--- src/rtl/exu_pkg.sv ---
package exu_pkg;

  localparam int INSN_W = 32;

  localparam logic [5:0] OPC_REG    = 6'h3A;
  localparam logic [5:0] OPC_ADDI   = 6'h04;
  localparam logic [5:0] OPC_MULI   = 6'h24;
  localparam logic [5:0] OPC_ANDI   = 6'h0C;
  localparam logic [5:0] OPC_ORI    = 6'h14;
  localparam logic [5:0] OPC_XORI   = 6'h1C;
  localparam logic [5:0] OPC_ANDHI  = 6'h2C;
  localparam logic [5:0] OPC_ORHI   = 6'h34;
  localparam logic [5:0] OPC_XORHI  = 6'h3C;
  localparam logic [5:0] OPC_CGEI   = 6'h08;
  localparam logic [5:0] OPC_CLTI   = 6'h10;
  localparam logic [5:0] OPC_CNEI   = 6'h18;
  localparam logic [5:0] OPC_CEQI   = 6'h20;
  localparam logic [5:0] OPC_CGEUI  = 6'h28;
  localparam logic [5:0] OPC_CLTUI  = 6'h30;

  localparam logic [5:0] FX_ADD     = 6'h31;
  localparam logic [5:0] FX_SUB     = 6'h39;
  localparam logic [5:0] FX_MUL     = 6'h27;
  localparam logic [5:0] FX_AND     = 6'h0E;
  localparam logic [5:0] FX_OR      = 6'h16;
  localparam logic [5:0] FX_XOR     = 6'h1E;
  localparam logic [5:0] FX_NOR     = 6'h06;
  localparam logic [5:0] FX_SLL     = 6'h13;
  localparam logic [5:0] FX_SRL     = 6'h1B;
  localparam logic [5:0] FX_SRA     = 6'h3B;
  localparam logic [5:0] FX_ROL     = 6'h03;
  localparam logic [5:0] FX_ROR     = 6'h0B;
  localparam logic [5:0] FX_SLLI    = 6'h12;
  localparam logic [5:0] FX_SRLI    = 6'h1A;
  localparam logic [5:0] FX_SRAI    = 6'h3A;
  localparam logic [5:0] FX_ROLI    = 6'h02;
  localparam logic [5:0] FX_CEQ     = 6'h20;
  localparam logic [5:0] FX_CNE     = 6'h18;
  localparam logic [5:0] FX_CGE     = 6'h08;
  localparam logic [5:0] FX_CLT     = 6'h10;
  localparam logic [5:0] FX_CGEU    = 6'h28;
  localparam logic [5:0] FX_CLTU    = 6'h30;
  localparam logic [5:0] FX_MHSS    = 6'h1F;
  localparam logic [5:0] FX_MHUU    = 6'h07;
  localparam logic [5:0] FX_MHSU    = 6'h17;

  typedef enum logic [4:0] {
    ALU_ADD, ALU_SUB, ALU_MUL, ALU_MHSS, ALU_MHUU, ALU_MHSU,
    ALU_AND, ALU_OR, ALU_XOR, ALU_NOR,
    ALU_SLL, ALU_SRL, ALU_SRA, ALU_ROL, ALU_ROR,
    ALU_CEQ, ALU_CNE, ALU_CGE, ALU_CLT, ALU_CGEU, ALU_CLTU
  } alu_op_e;

  typedef enum logic [1:0] { IMM_SEXT, IMM_ZEXT, IMM_HIGH } imm_kind_e;

  typedef enum logic [1:0] { SRC_REG, SRC_IMM16, SRC_IMM5 } src_b_e;

  typedef enum logic [1:0] { SH_LEFT, SH_RLOG, SH_RARI, SH_RROT } sh_kind_e;

endpackage

--- src/rtl/exu_decode.sv ---
module exu_decode
  import exu_pkg::*;
#(
  parameter int DATA_W = 32,
  parameter int REG_AW = 5
) (
  input  logic [INSN_W-1:0] insn,
  output logic [REG_AW-1:0] idx_a,
  output logic [REG_AW-1:0] idx_b,
  output logic [REG_AW-1:0] dest,
  output logic              dest_wr,
  output logic              illegal,
  output alu_op_e           op,
  output src_b_e            src_b,
  output logic [DATA_W-1:0] imm_val
);
  localparam int IMM_W = 16;
  localparam int SH5_W = 5;

  logic [5:0]       f_opc;
  logic [5:0]       f_opx;
  logic [IMM_W-1:0] f_imm16;
  logic [SH5_W-1:0] f_imm5;
  logic [REG_AW-1:0] f_c;
  imm_kind_e        kind;

  assign f_opc   = insn[5:0];
  assign f_imm16 = insn[21:6];
  assign f_imm5  = insn[10:6];
  assign f_opx   = insn[16:11];
  assign f_c     = insn[21:17];
  assign idx_a   = insn[31:27];
  assign idx_b   = insn[26:22];

  always_comb begin
    op      = ALU_ADD;
    src_b   = SRC_REG;
    kind    = IMM_SEXT;
    dest    = idx_b;
    dest_wr = 1'b0;
    illegal = 1'b0;
    if (f_opc == OPC_REG) begin
      dest    = f_c;
      dest_wr = 1'b1;
      case (f_opx)
        FX_ADD:  op = ALU_ADD;
        FX_SUB:  op = ALU_SUB;
        FX_MUL:  op = ALU_MUL;
        FX_AND:  op = ALU_AND;
        FX_OR:   op = ALU_OR;
        FX_XOR:  op = ALU_XOR;
        FX_NOR:  op = ALU_NOR;
        FX_SLL:  op = ALU_SLL;
        FX_SRL:  op = ALU_SRL;
        FX_SRA:  op = ALU_SRA;
        FX_ROL:  op = ALU_ROL;
        FX_ROR:  op = ALU_ROR;
        FX_SLLI: begin op = ALU_SLL; src_b = SRC_IMM5; end
        FX_SRLI: begin op = ALU_SRL; src_b = SRC_IMM5; end
        FX_SRAI: begin op = ALU_SRA; src_b = SRC_IMM5; end
        FX_ROLI: begin op = ALU_ROL; src_b = SRC_IMM5; end
        FX_CEQ:  op = ALU_CEQ;
        FX_CNE:  op = ALU_CNE;
        FX_CGE:  op = ALU_CGE;
        FX_CLT:  op = ALU_CLT;
        FX_CGEU: op = ALU_CGEU;
        FX_CLTU: op = ALU_CLTU;
        FX_MHSS: op = ALU_MHSS;
        FX_MHUU: op = ALU_MHUU;
        FX_MHSU: op = ALU_MHSU;
        default: begin
          illegal = 1'b1;
          dest_wr = 1'b0;
        end
      endcase
    end else begin
      src_b   = SRC_IMM16;
      dest_wr = 1'b1;
      case (f_opc)
        OPC_ADDI:  begin op = ALU_ADD;  kind = IMM_SEXT; end
        OPC_MULI:  begin op = ALU_MUL;  kind = IMM_SEXT; end
        OPC_ANDI:  begin op = ALU_AND;  kind = IMM_ZEXT; end
        OPC_ORI:   begin op = ALU_OR;   kind = IMM_ZEXT; end
        OPC_XORI:  begin op = ALU_XOR;  kind = IMM_ZEXT; end
        OPC_ANDHI: begin op = ALU_AND;  kind = IMM_HIGH; end
        OPC_ORHI:  begin op = ALU_OR;   kind = IMM_HIGH; end
        OPC_XORHI: begin op = ALU_XOR;  kind = IMM_HIGH; end
        OPC_CGEI:  begin op = ALU_CGE;  kind = IMM_SEXT; end
        OPC_CLTI:  begin op = ALU_CLT;  kind = IMM_SEXT; end
        OPC_CNEI:  begin op = ALU_CNE;  kind = IMM_SEXT; end
        OPC_CEQI:  begin op = ALU_CEQ;  kind = IMM_SEXT; end
        OPC_CGEUI: begin op = ALU_CGEU; kind = IMM_ZEXT; end
        OPC_CLTUI: begin op = ALU_CLTU; kind = IMM_ZEXT; end
        default:   dest_wr = 1'b0;
      endcase
    end
  end

  always_comb begin
    case (src_b)
      SRC_IMM5: imm_val = DATA_W'(f_imm5);
      default: begin
        case (kind)
          IMM_ZEXT: imm_val = DATA_W'(f_imm16);
          IMM_HIGH: imm_val = DATA_W'({f_imm16, {IMM_W{1'b0}}});
          default:  imm_val = {{(DATA_W-IMM_W){f_imm16[IMM_W-1]}}, f_imm16};
        endcase
      end
    endcase
  end

endmodule

--- src/rtl/exu_shifter.sv ---
module exu_shifter
  import exu_pkg::*;
#(
  parameter int DATA_W = 32
) (
  input  logic [DATA_W-1:0]         din,
  input  logic [$clog2(DATA_W)-1:0] amt,
  input  sh_kind_e                  kind,
  output logic [DATA_W-1:0]         dout
);
  localparam int SH_W = $clog2(DATA_W);

  logic [DATA_W-1:0] din_rev;
  logic [DATA_W-1:0] rshift;
  logic [DATA_W-1:0] rshift_rev;
  logic [DATA_W-1:0] fun_hi;
  logic [DATA_W-1:0] fun_lo;

  for (genvar i = 0; i < DATA_W; i++) begin : g_rev
    assign din_rev[i]    = din[DATA_W-1-i];
    assign rshift_rev[i] = rshift[DATA_W-1-i];
  end

  always_comb begin
    case (kind)
      SH_LEFT: begin fun_hi = '0; fun_lo = din_rev; end
      SH_RARI: begin fun_hi = {DATA_W{din[DATA_W-1]}}; fun_lo = din; end
      SH_RROT: begin fun_hi = din; fun_lo = din; end
      default: begin fun_hi = '0; fun_lo = din; end
    endcase
    rshift = DATA_W'({fun_hi, fun_lo} >> amt);
  end

  assign dout = (kind == SH_LEFT) ? rshift_rev : rshift;

  logic unused_sh;
  assign unused_sh = ^SH_W;

endmodule

--- src/rtl/exu_alu.sv ---
module exu_alu
  import exu_pkg::*;
#(
  parameter int DATA_W = 32
) (
  input  alu_op_e           op,
  input  logic [DATA_W-1:0] opa,
  input  logic [DATA_W-1:0] opb,
  output logic [DATA_W-1:0] res
);
  localparam int SH_W = $clog2(DATA_W);
  localparam int PW   = 2 * DATA_W;

  logic              a_sgn;
  logic              b_sgn;
  logic [PW-1:0]     ext_a;
  logic [PW-1:0]     ext_b;
  logic [PW-1:0]     prod;
  logic [SH_W-1:0]   sh_amt;
  sh_kind_e          sh_kind;
  logic [DATA_W-1:0] sh_out;
  logic              lt_s;
  logic              lt_u;

  assign a_sgn = (op == ALU_MHSS) || (op == ALU_MHSU);
  assign b_sgn = (op == ALU_MHSS);
  assign ext_a = {{DATA_W{a_sgn & opa[DATA_W-1]}}, opa};
  assign ext_b = {{DATA_W{b_sgn & opb[DATA_W-1]}}, opb};
  assign prod  = ext_a * ext_b;

  always_comb begin
    sh_amt  = opb[SH_W-1:0];
    sh_kind = SH_RLOG;
    case (op)
      ALU_SLL: sh_kind = SH_LEFT;
      ALU_SRA: sh_kind = SH_RARI;
      ALU_ROR: sh_kind = SH_RROT;
      ALU_ROL: begin
        sh_kind = SH_RROT;
        sh_amt  = SH_W'(-opb[SH_W-1:0]);
      end
      default: sh_kind = SH_RLOG;
    endcase
  end

  exu_shifter #(.DATA_W(DATA_W)) u_shift (
    .din  (opa),
    .amt  (sh_amt),
    .kind (sh_kind),
    .dout (sh_out)
  );

  assign lt_s = $signed(opa) < $signed(opb);
  assign lt_u = opa < opb;

  always_comb begin
    case (op)
      ALU_ADD:  res = opa + opb;
      ALU_SUB:  res = opa - opb;
      ALU_MUL:  res = prod[DATA_W-1:0];
      ALU_MHSS, ALU_MHUU, ALU_MHSU: res = prod[PW-1:DATA_W];
      ALU_AND:  res = opa & opb;
      ALU_OR:   res = opa | opb;
      ALU_XOR:  res = opa ^ opb;
      ALU_NOR:  res = ~(opa | opb);
      ALU_SLL, ALU_SRL, ALU_SRA, ALU_ROL, ALU_ROR: res = sh_out;
      ALU_CEQ:  res = DATA_W'(opa == opb);
      ALU_CNE:  res = DATA_W'(opa != opb);
      ALU_CGE:  res = DATA_W'(!lt_s);
      ALU_CLT:  res = DATA_W'(lt_s);
      ALU_CGEU: res = DATA_W'(!lt_u);
      ALU_CLTU: res = DATA_W'(lt_u);
      default:  res = '0;
    endcase
  end

endmodule

--- src/rtl/int_exec_unit.sv ---
module int_exec_unit
  import exu_pkg::*;
#(
  parameter int DATA_W = 32,
  parameter int REG_AW = 5
) (
  input  logic              clk,
  input  logic              rst,
  input  logic              in_valid,
  input  logic [31:0]       in_insn,
  output logic [REG_AW-1:0] rf_a_idx,
  output logic [REG_AW-1:0] rf_b_idx,
  input  logic [DATA_W-1:0] rf_a_data,
  input  logic [DATA_W-1:0] rf_b_data,
  output logic              out_valid,
  output logic [DATA_W-1:0] out_result,
  output logic [REG_AW-1:0] out_dest,
  output logic              out_wen,
  output logic              out_illegal
);
  logic [REG_AW-1:0] dec_dest;
  logic              dec_wr;
  logic              dec_ill;
  alu_op_e           dec_op;
  src_b_e            dec_src;
  logic [DATA_W-1:0] dec_imm;
  logic [DATA_W-1:0] opa;
  logic [DATA_W-1:0] regb;
  logic [DATA_W-1:0] opb;
  logic [DATA_W-1:0] alu_res;

  exu_decode #(.DATA_W(DATA_W), .REG_AW(REG_AW)) u_dec (
    .insn    (in_insn),
    .idx_a   (rf_a_idx),
    .idx_b   (rf_b_idx),
    .dest    (dec_dest),
    .dest_wr (dec_wr),
    .illegal (dec_ill),
    .op      (dec_op),
    .src_b   (dec_src),
    .imm_val (dec_imm)
  );

  // register 0 reads as zero
  assign opa  = (rf_a_idx == '0) ? '0 : rf_a_data;
  assign regb = (rf_b_idx == '0) ? '0 : rf_b_data;
  assign opb  = (dec_src == SRC_REG) ? regb : dec_imm;

  exu_alu #(.DATA_W(DATA_W)) u_alu (
    .op  (dec_op),
    .opa (opa),
    .opb (opb),
    .res (alu_res)
  );

  always_ff @(posedge clk) begin
    if (rst) begin
      out_valid   <= 1'b0;
      out_wen     <= 1'b0;
      out_illegal <= 1'b0;
      out_result  <= '0;
      out_dest    <= '0;
    end else begin
      out_valid   <= in_valid;
      out_wen     <= in_valid && dec_wr && (dec_dest != '0);
      out_illegal <= in_valid && dec_ill;
      if (in_valid) begin
        out_result <= alu_res;
        out_dest   <= dec_dest;
      end
    end
  end


  r0_write_chk: assert property (@(posedge clk) disable iff (rst)
    out_wen |-> (out_dest != '0));


  valid_follow_chk: assert property (@(posedge clk) disable iff (rst)
    in_valid |=> out_valid);


  idle_quiet_chk: assert property (@(posedge clk) disable iff (rst)
    !in_valid |=> (!out_valid && !out_wen && !out_illegal));


  illegal_nowrite_chk: assert property (@(posedge clk) disable iff (rst)
    out_illegal |-> (!out_wen && out_valid));


  reset_clear_chk: assert property (@(posedge clk)
    $past(rst) |-> (!out_valid && !out_wen && !out_illegal));

endmodule

--- config.mk ---
export PLATFORM = sky130hd
export DESIGN_NAME = int_exec_unit
export DESIGN_NICKNAME = d
export VERILOG_FILES = /design/src/rtl/exu_pkg.sv /design/src/rtl/exu_decode.sv /design/src/rtl/exu_shifter.sv /design/src/rtl/exu_alu.sv /design/src/rtl/int_exec_unit.sv
export SDC_FILE = /design/constraint.sdc
export NUM_CORES = 2
export LEC_CHECK = 0
export CORE_MARGIN = 10
export CORE_UTILIZATION = 49
export CTS_CLUSTER_SIZE = 12
export DETAILED_ROUTE_END_ITERATION = 10
export DONT_BUFFER_PORTS = 1
export PLACE_DENSITY_LB_ADDON = 0.05
export REMOVE_ABC_BUFFERS = 1
export SETUP_SLACK_MARGIN = 0.2
export SLEW_MARGIN = 40
export SYNTH_ARGS = -nofsm -noshare
export SYNTH_HDL_FRONTEND = slang
export SYNTH_SLANG_ARGS = --single-unit
--- constraint.sdc ---
create_clock -name clk -period 14.3 [get_ports clk]
set_input_delay 0.715 -clock clk [delete_from_list [all_inputs] [get_ports clk]]
set_output_delay 0.715 -clock clk [all_outputs]
set_load 0.01 [all_outputs]
### Word level (Yosys, flattened, before mapping)

Index checks and enable logic that the tools add are counted.

| storage, ports and cells | value |
|---|---|
| bits in registers | 40 |
| bits of input ports | 99 |
| output and inout bits | 50 |
| word-level logic and storage cells | 136 |

| operators by class | value |
|---|---|
| $add $sub $neg | 3 |
| $mul | 1 |
| $lt $le $gt $ge | 2 |
| eq/ne operators | 67 |
| shift-type cells | 1 |
| muxes and demuxes | 24 |
| bitwise logic cells | 6 |
| reductions and logical operators | 27 |

Operators with widths:

| cell | count |
|---|---|
| case mux 32 bit (15 select lines) | 1 |
| 2-to-1 mux 32 bit | 6 |
| case mux 32 bit (2 select lines) | 2 |
| case mux 5 bit (20 select lines) | 1 |
| == test 6 bit (second input constant) | 16 |
| == test 6 x 5 -> 1 bit (second input constant) | 14 |
| less-than comparator 32 bit | 2 |
| multiplier 33 x 33 -> 64 bit | 1 |
| >> shifter 64 x 5 -> 32 bit | 1 |
| case mux 5 bit (10 select lines) | 1 |
| == test 5 x 4 -> 1 bit (second input constant) | 8 |
| adder 32 bit | 1 |
| bitwise AND 32 bit | 1 |
| == test 32 bit | 1 |
| inequality test 32 bit | 1 |
| inverter 32 bit | 1 |
| OR 32 bit | 1 |
| subtractor 32 bit | 1 |
| XOR 32 bit | 1 |
| == test 6 x 4 -> 1 bit (second input constant) | 5 |
| == test 5 bit (second input constant) | 5 |
| OR reduction 25 bit | 1 |
| == test 5 x 3 -> 1 bit (second input constant) | 4 |
| == test 6 x 3 -> 1 bit (second input constant) | 3 |
| other kinds (23) | 52 |

### Depth between registers and ports, before layout

| depth | value |
|---|---|
| depth after elaboration | 13 |
| gate-level depth with buffers | 50 |
| mapped depth without buffers | 40 |

### Modules after synthesis

Synthesis repeated with hierarchy kept, for this count alone.

| unflattened totals | value |
|---|---|
| cell total of the unflattened synthesis | 6220 |
| area, all modules | 51125.3 sq um |

Modules (own cells, without submodules):

| module | instances | cells an instance | area each (sq um) |
|---|---|---|---|
| exu_alu | 1 | 5187 | 43490.5 |
| exu_shifter | 1 | 557 | 4299.1 |
| int_exec_unit | 1 | 273 | 2124.5 |
| exu_decode | 1 | 203 | 1211.2 |

### Least setup slack after synthesis

OpenSTA, ideal clock, no wires.

| path | value |
|---|---|
| path type | input-to-reg |
| start | input port in_insn[3] |
| end | register out_result[30] |
| setup time | 134 ps |
| arrival time | 11368 ps |
| data required time | 14166 ps |
| setup slack | 2798 ps |
| stages on the path | 47 |
| buffers on the path | 8 |
| cells stage by stage | buf_2 > and2_1 > buf_2 > o21ai_0 > o211a_1 > ha_1 > clkbuf_1 > nor2_1 > a21oi_1 > a21o_1 > a22oi_1 > inv_1 > buf_2 > buf_2 > buf_2 > buf_1 > buf_1 > nand2_1 > [... 11 more ...] > inv_1 > fa_1 > fa_1 > inv_1 > ha_1 > a21o_1 > a21o_1 > a21oi_1 > o21bai_1 > a21oi_1 > nor2_1 > a211oi_1 > mux2i_1 > a2111oi_0 > o221ai_1 > nor4_1 > o2111a_1 > a211oi_1 |

| on the way | value |
|---|---|
| longest elaborated chain between the ends | 13 |

RTL lines:

| what | RTL line | RTL |
|---|---|---|
| start: declaration | int_exec_unit.sv:10 | `input logic [31:0] in_insn,` |
| branches (longest 12 deep; another with multiplier 33 x 33 -> 64 bit) | n/a |  |
| case mux 32 bit (15 select lines) (*) | exu_alu.sv:57 | `case (op)` |
| end signal: assignment | int_exec_unit.sv:68 | `out_result <= alu_res;` |
| end: declaration | int_exec_unit.sv:16 | `output logic [DATA_W-1:0] out_result,` |

Mark *: on every way between the ends.
A chain may end at the register's enable or synchronous reset.

### Worst setup path after layout

| path | value |
|---|---|
| start | input port in_insn[0] |
| end | register out_result[30] |

Same word-level chain as after synthesis.

==> flow_metrics.env <==
export IMPL_vias=46089
export IMPL_slowest_delay_ps=870
export IMPL_synth_edf_count=0
export IMPL_htree_num_levels=2
export IMPL_max_slew_margin=0.272
export IMPL_r2r_end="out_result[14]$_SDFFE_PP0P_"
export IMPL_die_y_um=340
export IMPL_placementRows=117
export IMPL_die_w_um=340
export IMPL_setup_violations_final=0
export IMPL_cts_tree="done"
export IMPL_fmax_mhz=80.4
export IMPL_hold_end="out_result[21]$_SDFFE_PP0P_"
export IMPL_syn_area_per_cell_um2=8.06
export IMPL_cts_resized=0
export IMPL_slew_viol_final=0
export IMPL_antenna_found_initial=9
export IMPL_drc=0
export IMPL_critPathLaunchType="input port"
export IMPL_synth_area_leader_cell="fa_1"
export IMPL_grt_pass1_vias=47501
export IMPL_critPathCaptureType="flip-flop"
export IMPL_wirelength_mm=230
export IMPL_clk_pin_slew_ps=80
export IMPL_multi_input_area_um2=43100
export IMPL_holdPathStages=1
export IMPL_period_share=0.870
export IMPL_grt_use_total=0.396
export IMPL_drtIter0Drc=5456
export IMPL_ys_flop_type="dfxtp_1"
export IMPL_grt_ovfl_total=0
export IMPL_reg2reg_from="out_result[14]$_SDFFE_PP0P_"
export IMPL_cts_buffers=5
export IMPL_synthesis_area_um2=50100
export IMPL_dr_pass1_iters=8
export IMPL_synth_cell_type_count=101
export IMPL_crit_top_cell="fa_1"
export IMPL_finalWeightedCongestion=1.02
export IMPL_wl_met3_mm=26.7
export IMPL_synth_most_common_cell="inv_1"
export IMPL_grt_start_max_net_pins=76
export IMPL_cap_violations=0
export IMPL_hpwlAfterDp_mm=180
export IMPL_synth_top_cell_area_share=0.451
export IMPL_period_needed_ps=12440
export IMPL_met2WireLength_mm=98.5
export IMPL_regArea_um2=801
export IMPL_worstSetupPathType="input port to flip-flop"
export IMPL_worstMarginPinSlew_ps=1080
export IMPL_fp_coreArea_um2=102000
export IMPL_whs_ps=440
export IMPL_worstHoldStart="rst"
export IMPL_synthCells=6214
export IMPL_hp_class="input port to flip-flop"
export IMPL_nets=7510
export IMPL_cts_max_path_buffers=2
export IMPL_met1_length_mm=88.2
export IMPL_r2r_slack_ps=13170
export IMPL_post_cts_buffers=0
export IMPL_antenna_left=0
export IMPL_wire_per_inst_um=31.3
export IMPL_rsz0062_at_grt="no"
export IMPL_synth_seq_cells=40
export IMPL_crit_fanout=18
export IMPL_synthTopCellsByArea="fa_1 45%, inv_1 9.3%, ha_1 7.8%"
export IMPL_grt_pass1_wl_mm=334
export IMPL_layout_drive_gt1_share=0.0499
export IMPL_synth_seq_area_share=0.0160
export IMPL_synthArstFlopShare=0
export IMPL_port_buffers=0
export IMPL_maxUsedRoutingLayer="met5"
export IMPL_yosys_warnings=0
export IMPL_fillers=10181
export IMPL_slowest_stage="fa_1"
export IMPL_outcome="complete, no violations"
export IMPL_start_util=0.493
export IMPL_cts_sinks=40
export IMPL_ctsHoldBuffers=0
export IMPL_area_delta_synth_final_pct=3.37
export IMPL_finClkSkew_ps=0
export IMPL_finalHoldViolCount=0
export IMPL_reg2regPathDepth=5
export IMPL_arrival_ps=12670
export IMPL_drt_vias_per_instance=6.27
export IMPL_io_pins=149
export IMPL_crit_required_ps=14530
export IMPL_cts_root_buf="clkbuf_16"
export IMPL_dieArea_um2=115000
export IMPL_clock_latency_ps=350
export IMPL_synthTopCellsByCount="1240 x inv_1, 1127 x fa_1, 920 x nand2_1"
-- layout by cell type (no fill, tap or decap), types with 19 or more instances in the layout --
cell      Yosys  routed
a221oi_1     31      31
nand3_1      80      80
nand2_1     920     918
fa_1       1127    1127
nor3_1       67      63
a311oi_1     32      32
a21o_1       53      53
buf_4        17     165
a21oi_1     221     221
inv_1      1240    1230
xor2_1       21      21
dfxtp_1      40      40
and2_1       45      36
ha_1        311     311
o21ai_0     197     187
nor2_1      617     613
a31oi_1      34      34
o21bai_1     27      27
nand2b_1     32      32
a211oi_1     77      75
nand4_1      27      27
o211ai_1     51      51
mux2i_1      62      62
and3_1       19      19
a22o_1       21      20
xnor2_1      67      63
-- per-stage QoR --
| stage | instances | TNS, ps | setup WS [ps] | util | area (um2) |
|---|---|---|---|---|---|
| 2_1_floorplan | 5798 | -27220 | -2290 | - | 48300 |
| 3_3_place_gp | 7330 | 0 | 1660 | 0.507 | 51500 |
| 3_5_place_dp | 7334 | 0 | 1590 | 0.508 | 51600 |
| 4_1_cts | 7342 | 0 | 1890 | 0.509 | 51700 |
| 5_1_grt | 7343 | 0 | 1050 | 0.509 | 51800 |
| 6_report | 7345 | 0 | 1860 | 0.509 | 51800 |
-- state kept, by name, indices dropped and copies added (netlist names) --
register	cells
out_wen	1
out_illegal	1
out_valid	1
out_result	32
out_dest	5
-- logic make-up after synthesis --
family	Yosys count	share of synthesized area
fa+ha+maj	1438	0.528
xor+xnor	88	0.0154
mux	78	0.0172
flops	40	0.0160
buf+inv	1673	0.129
compound gates	1000	0.136
simple gates	1897	0.159
-- worst max path at each step --
stage / start / to / cells past startpoint
floorplan: in_insn[0] / out_result[30]$_SDFFE_PP0P_ / 39
global placement: in_insn[0] / out_result[30]$_SDFFE_PP0P_ / 35
detailed placement: in_insn[0] / out_result[30]$_SDFFE_PP0P_ / 40
CTS: in_insn[0] / out_result[30]$_SDFFE_PP0P_ / 40
global route: in_insn[0] / out_result[30]$_SDFFE_PP0P_ / 40
finish: in_insn[0] / out_result[30]$_SDFFE_PP0P_ / 40
-- routing by layer --
metal	vias to the layer above	global-route usage
li1	18890	-
met1	23500	0.517
met2	3032	0.600
met3	663	0.0972
met4	4	0.218
met5	-	0
-- final cells by class --
cell class                      instances  area share
Tap cell                             1368      0.0331
Timing Repair Buffer                  168      0.0245
Multi-Input combinational cell       4501       0.832
Inverter                             1257      0.0912
Clock buffer                            5     0.00242
Sequential cell                        40      0.0155
Antenna cell                            3    0.000145
Clock inverter                          3    0.000919
-- critical path, delay by kind of cell --
family | cells | cell delay (ps)
muxes | 1 | 140
buffers and inverters | 9 | 2000
and+or+nand+nor | 7 | 1290
AOI/OAI and AO/OA | 13 | 2830
adders and majority gates | 10 | 5640
Power is not shown: default switching activity piles up to over one toggle a cycle in this logic, so the estimate is an artifact.
